$ cat src/rtl/mm_pkg.sv
package mm_pkg;

    localparam int unsigned ELEM_W = 32;

    typedef logic signed [ELEM_W-1:0] elem_t;

    typedef enum logic {
        ST_IDLE = 1'b0,
        ST_BUSY = 1'b1
    } mm_state_e;

    // Loop position of the sequencer, shared with the datapath
    typedef struct packed {
        logic k_last;    // final inner-index step of the current elements
        logic job_last;  // final step of the whole job
    } step_flags_t;

    // Counter width, at least one bit
    function automatic int unsigned cnt_w(input int unsigned n);
        return (n > 1) ? $clog2(n) : 1;
    endfunction

    // Wrapping multiply-accumulate
    function automatic elem_t mac(input elem_t acc, input elem_t a, input elem_t b);
        logic signed [2*ELEM_W-1:0] prod;
        prod = a * b;
        return acc + elem_t'(prod[ELEM_W-1:0]);
    endfunction

endpackage

$ cat src/rtl/mm_seq.sv
module mm_seq
    import mm_pkg::*;
#(
    parameter int unsigned ROWS   = 2,
    parameter int unsigned INNER  = 3,
    parameter int unsigned GROUPS = 2,
    localparam int unsigned RW = cnt_w(ROWS),
    localparam int unsigned KW = cnt_w(INNER),
    localparam int unsigned GW = cnt_w(GROUPS)
) (
    input  logic          clk,
    input  logic          rst,
    input  logic          start,
    output logic          busy,
    output logic [RW-1:0] row,
    output logic [GW-1:0] grp,
    output logic [KW-1:0] kk,
    output step_flags_t   flags
);
    localparam logic [RW-1:0] ROW_MAX = RW'(ROWS - 1);
    localparam logic [KW-1:0] K_MAX   = KW'(INNER - 1);
    localparam logic [GW-1:0] GRP_MAX = GW'(GROUPS - 1);

    mm_state_e state;

    assign busy           = (state == ST_BUSY);
    assign flags.k_last   = busy && (kk == K_MAX);
    assign flags.job_last = flags.k_last && (grp == GRP_MAX) && (row == ROW_MAX);

    always_ff @(posedge clk) begin
        if (rst) begin
            state <= ST_IDLE;
            row   <= '0;
            grp   <= '0;
            kk    <= '0;
        end else begin
            case (state)
                ST_IDLE: begin
                    if (start) begin
                        state <= ST_BUSY;
                        row   <= '0;
                        grp   <= '0;
                        kk    <= '0;
                    end
                end
                ST_BUSY: begin
                    if (kk == K_MAX) begin
                        kk <= '0;
                        if (grp == GRP_MAX) begin
                            grp <= '0;
                            if (row == ROW_MAX) begin
                                row   <= '0;
                                state <= ST_IDLE;
                            end else begin
                                row <= row + 1'b1;
                            end
                        end else begin
                            grp <= grp + 1'b1;
                        end
                    end else begin
                        kk <= kk + 1'b1;
                    end
                end
                default: state <= ST_IDLE;
            endcase
        end
    end

    // loop indices stay inside the matrix bounds
    a_r5_index_bounds: assert property (@(posedge clk) disable iff (rst)
        busy |-> (kk <= K_MAX && grp <= GRP_MAX && row <= ROW_MAX));

    // an accepted start always enters the busy phase at the first step
    a_r2_start_enters_busy: assert property (@(posedge clk) disable iff (rst)
        (start && !busy) |=> (busy && kk == '0 && grp == '0 && row == '0));

    // inner index advances by one per busy cycle until its last step
    a_r5_inner_steps: assert property (@(posedge clk) disable iff (rst)
        (busy && !flags.k_last) |=> (kk == $past(kk) + 1'b1));

endmodule

$ cat src/rtl/mm_lane.sv
module mm_lane
    import mm_pkg::*;
(
    input  logic  clk,
    input  logic  rst,
    input  logic  clr,
    input  logic  en,
    input  logic  flush,
    input  elem_t a_in,
    input  elem_t b_in,
    output elem_t sum
);
    elem_t acc;

    assign sum = mac(acc, a_in, b_in);

    always_ff @(posedge clk) begin
        if (rst || clr) begin
            acc <= '0;
        end else if (en) begin
            acc <= flush ? elem_t'(0) : sum;
        end
    end

    // each element starts accumulating from zero
    a_r4_acc_cleared: assert property (@(posedge clk) disable iff (rst)
        (en && flush) |=> (acc == '0));

endmodule

$ cat src/rtl/mm_engine.sv
module mm_engine
    import mm_pkg::*;
#(
    parameter int unsigned M = 2,
    parameter int unsigned K = 3,
    parameter int unsigned N = 4,
    parameter int unsigned P = 2
) (
    input  logic                  clk,
    input  logic                  rst,
    input  logic                  in_valid,
    output logic                  in_ready,
    input  logic [M*K*ELEM_W-1:0] a_flat,
    input  logic [K*N*ELEM_W-1:0] b_flat,
    output logic                  out_valid,
    output logic [M*N*ELEM_W-1:0] c_flat
);
    localparam int unsigned NG  = N / P;
    localparam int unsigned RW  = cnt_w(M);
    localparam int unsigned KW  = cnt_w(K);
    localparam int unsigned GW  = cnt_w(NG);
    localparam int unsigned AIW = cnt_w(M * K);
    localparam int unsigned BIW = cnt_w(K * N);
    localparam int unsigned CIW = cnt_w(M * N);

    elem_t a_q [M*K];
    elem_t b_q [K*N];
    elem_t c_q [M*N];

    logic          busy;
    logic          start;
    logic [RW-1:0] row;
    logic [GW-1:0] grp;
    logic [KW-1:0] kk;
    step_flags_t   flags;

    elem_t a_sel;
    elem_t b_sel    [P];
    elem_t lane_sum [P];

    assign start     = in_valid && !busy;
    assign in_ready  = !busy;
    assign out_valid = !busy;

    mm_seq #(.ROWS(M), .INNER(K), .GROUPS(NG)) u_seq (
        .clk   (clk),
        .rst   (rst),
        .start (start),
        .busy  (busy),
        .row   (row),
        .grp   (grp),
        .kk    (kk),
        .flags (flags)
    );

    // Operand capture on acceptance
    always_ff @(posedge clk) begin
        if (start) begin
            for (int i = 0; i < M*K; i++) a_q[i] <= a_flat[i*ELEM_W +: ELEM_W];
            for (int i = 0; i < K*N; i++) b_q[i] <= b_flat[i*ELEM_W +: ELEM_W];
        end
    end

    // Shared A element of the current row, one B element per lane
    always_comb begin
        a_sel = a_q[AIW'(32'(row) * K + 32'(kk))];
        for (int l = 0; l < P; l++) begin
            b_sel[l] = b_q[BIW'(32'(kk) * N + 32'(grp) * P + l)];
        end
    end

    for (genvar l = 0; l < P; l++) begin : g_lane
        mm_lane u_lane (
            .clk   (clk),
            .rst   (rst),
            .clr   (start),
            .en    (busy),
            .flush (flags.k_last),
            .a_in  (a_sel),
            .b_in  (b_sel[l]),
            .sum   (lane_sum[l])
        );
    end

    // Result write-back when an element group finishes
    always_ff @(posedge clk) begin
        if (rst) begin
            for (int i = 0; i < M*N; i++) c_q[i] <= '0;
        end else if (flags.k_last) begin
            for (int l = 0; l < P; l++) begin
                c_q[CIW'(32'(row) * N + 32'(grp) * P + l)] <= lane_sum[l];
            end
        end
    end

    for (genvar i = 0; i < M*N; i++) begin : g_out
        assign c_flat[i*ELEM_W +: ELEM_W] = c_q[i];
    end

    // acceptance closes the input port on the next cycle
    a_r2_accept_drops_ready: assert property (@(posedge clk) disable iff (rst)
        (in_valid && in_ready) |=> !in_ready);

    // finishing the last step reopens the port with a valid result
    a_r6_finish_flags: assert property (@(posedge clk) disable iff (rst)
        (busy && flags.job_last) |=> (in_ready && out_valid));

    // an idle engine keeps its result steady
    a_r6_hold_result: assert property (@(posedge clk) disable iff (rst)
        (out_valid && $past(out_valid)) |-> $stable(c_flat));

    // without a request the engine remains idle
    a_r8_idle_stays: assert property (@(posedge clk) disable iff (rst)
        (in_ready && !in_valid) |=> in_ready);

endmodule

$ cat config.mk
export PLATFORM = sky130hd
export DESIGN_NAME = mm_engine
export DESIGN_NICKNAME = d
export VERILOG_FILES = /design/src/rtl/mm_pkg.sv /design/src/rtl/mm_seq.sv /design/src/rtl/mm_lane.sv /design/src/rtl/mm_engine.sv
export SDC_FILE = /design/constraint.sdc
export NUM_CORES = 2
export LEC_CHECK = 0
export ABC_AREA = 1
export CAP_MARGIN = 20
export CORE_UTILIZATION = 55
export DETAILED_ROUTE_END_ITERATION = 10
export PLACE_DENSITY_LB_ADDON = 0.1
export REMOVE_ABC_BUFFERS = 1
export SLEW_MARGIN = 20
export SYNTH_ARGS = -nofsm -noshare
export SYNTH_HDL_FRONTEND = slang
export SYNTH_HIERARCHICAL = 1
export SYNTH_SLANG_ARGS = --single-unit
$ cat constraint.sdc
create_clock -name clk -period 60.4 [get_ports clk]
set_clock_uncertainty 0.05 [all_clocks]
set_input_delay 18.12 -clock clk [delete_from_list [all_inputs] [get_ports clk]]
set_output_delay 18.12 -clock clk [all_outputs]
set_load 0.01 [all_outputs]
==> impl_metrics.csv <==
group,metric,value,unit
drt,ant_nets,0,
sta,hold_viol_final,0,
final_layout,finalNonFillerCells,10037,
sta,fin_crit,21.94,ns
critical_path,rrSetupSlack,48.94,ns
synth,netlist_instances,7618,
clocking,ctsHoldBuffers,0,
critical_path,crit_chain,"clkdlybuf4s50_1 -> inv_1 -> nor2_4 -> buf_4 -> buf_4 -> buf_4 -> buf_4",
grt,use_met3,0.05254,
drt,firstDrtPassIters,8,
clocking,clock_sinks,901,
placement,hpwl,146400,um
clocking,clockRootBuffer,"clkbuf_16",
drt,vias_per_cell,5.235,
critical_path,reg2regPathDepth,35,
synth,yosysWarnings,6,
grt,antenna_found_initial,26,
grt,grt_pass1_wl,310100,um
critical_path,slowest_delay,0.86,ns
clocking,postCtsSetupRepairBufs,0,
min_path,hp-start,"g_lane[0].u_lane/acc[2]$_SDFFE_PP0P_",
drt,wl_per_cell,20.00,um
sta,rsz0062_at_grt,"false",
critical_path,crit_slowest_cell,"buf_4",
final_layout,drive_gt1_frac,0.04322,
final_layout,register_area,26370,um^2
clocking,clock_path_buffers,3,
clocking,clkTransAtPathRegs,0.06,ns
sta,slew_violations,0,
flow_run,cap_violations,0,
sta,max_freq,0.04559,GHz
clocking,h-tree-depth,3,
synth,synthesis.area,70690,um^2
grt,met1_usage,0.4074,
final_layout,area_growth,17.99,%
drt,drt_iter0_markers,4468,
sta,period_share,0.3632,
sta,slew_headroom,0.2315,
critical_path,end_kind,"flop",
floorplanning,num_rows,131,
sta,fin_setup_tns,0,ns
min_path,hold_end,"g_lane[0].u_lane/acc[2]$_SDFFE_PP0P_",
sta,finalSetupViolCount,0,
floorplanning,dieHeight,360.5,um
floorplanning,die_x,360.5,um
grt,top_usage_layer,"met2",
placement,placement.io_buffers,836,
critical_path,cpMostUsedCell,"buf_4",
critical_path,r2r_start,"u_seq/row$_SDFFE_PP0P_",
placement,place_congestion,0.8950,
floorplanning,die_area,130000,um^2
drt,vias,52546,
min_path,hold_depth,2,
status,status,"complete, no violations",
floorplanning,initial_utilization,0.5543,
final_layout,fillerInstances,10344,
placement,dp.cells,9837,
critical_path,r2r-end,"c_q[5][30]$_SDFFCE_PN0P_",
final_layout,multi_input_comb_area,35670,um^2
drt,drcViolationCount,0,
critical_path,worstSetupStartpointType,"input port",
min_path,hp-class,"reg2reg",
grt,grt_overflow,0,
clocking,clk-insertion-delay-late,0.77,ns
critical_path,crit_fanout,75,
synth,synthesis.area_per_instance,9.279,um^2
clocking,tritoncts,"yes",
drt,wl,200700,um
sta,tightest_slew,1.153,ns
critical_path,worstPathRequired,60.66,ns
grt,track_usage,0.3144,
critical_path,cp.arrival,22.20,ns
final_layout,nets,10034,
floorplanning,ios,837,
clocking,cts_resized,0,
critical_path,crit_type,"in2reg",
grt,grt_pass1_vias,54318,
floorplanning,coreArea,127500,um^2
clocking,cts_made_buffers,96,
grt,grt_max_degree,220,
grt,grtUsageMet2,0.5307,
## area by class of cell
cell class	count	area share
multi-input cells	4489	0.4277
diodes	23	0.0006901
repair buffers	920	0.1088
clock buffers	116	0.02970
well taps	1662	0.02493
inverters	1867	0.08411
clock inverters	59	0.007891
flip-flops and latches	901	0.3162
## state kept, by name, summed over array words and instances (netlist names)
register,count
u_seq/grp,1
g_lane.u_lane/acc,64
c_q,256
u_seq/row,1
b_q,384
a_q,192
u_seq/kk,2
u_seq/busy,1
## critical path: cells and delay by family
kind / cells / cell delay (ns)
simple gates: 1 / 0.12
buf+inv: 6 / 3.70
## cells in the final DEF (no fill, tap or decap), types with 10 or more instances in the layout
master,n
nand2_1,2010
inv_1,1848
fa_1,877
clkdlybuf4s50_1,836
edfxtp_1,832
nor2_1,420
nand3_1,388
ha_1,302
a21oi_1,122
clkbuf_16,96
o21ai_0,88
buf_4,79
dfxtp_1,67
xor2_1,45
nand2_2,36
or2_2,34
o211ai_1,34
diode_2,23
clkbuf_1,20
xnor2_1,20
clkinv_1,19
inv_2,16
clkinv_2,15
nand3b_1,15
nand3_2,13
o21ai_1,11
a21oi_2,10
## how the worst max path moves through the flow
stage | slack (ns) | to | cells after the start | from
finish | 38.46 | b_q[7][23]$_DFFE_PP_ | 7 | in_valid
global route | 38.23 | b_q[7][23]$_DFFE_PP_ | 7 | in_valid
CTS | 38.48 | b_q[7][23]$_DFFE_PP_ | 7 | in_valid
detailed placement | 37.74 | b_q[11][11]$_DFFE_PP_ | 7 | in_valid
global placement | 37.86 | b_q[11][11]$_DFFE_PP_ | 7 | in_valid
floorplan | 15.08 | g_lane[1].u_lane/acc[0]$_SDFFE_PP0P_ | 4 | in_valid
## metrics by stage
step                hold WS, ns    util  area (um^2)  worst slack [ns]
global placement         0.4035  0.6283        80120             37.86
finish                   0.4174  0.6540        83400             38.46
floorplan                0.3953       -        68950             15.08
detailed placement       0.4058  0.6285        80150             37.74
global route             0.4310  0.6540        83400             38.23
CTS                      0.4156  0.6531        83290             38.48
## layer usage
| metal | wire length, um | up-vias |
|---|---|---|
| met5 | 43 | - |
| met4 | 7580 | 6 |
| met3 | 15280 | 393 |
| met2 | 97580 | 2249 |
| met1 | 80260 | 25856 |
| li1 | - | 24042 |
Power is not shown: default switching activity piles up to over one toggle a cycle in this logic, so the estimate is an artifact.
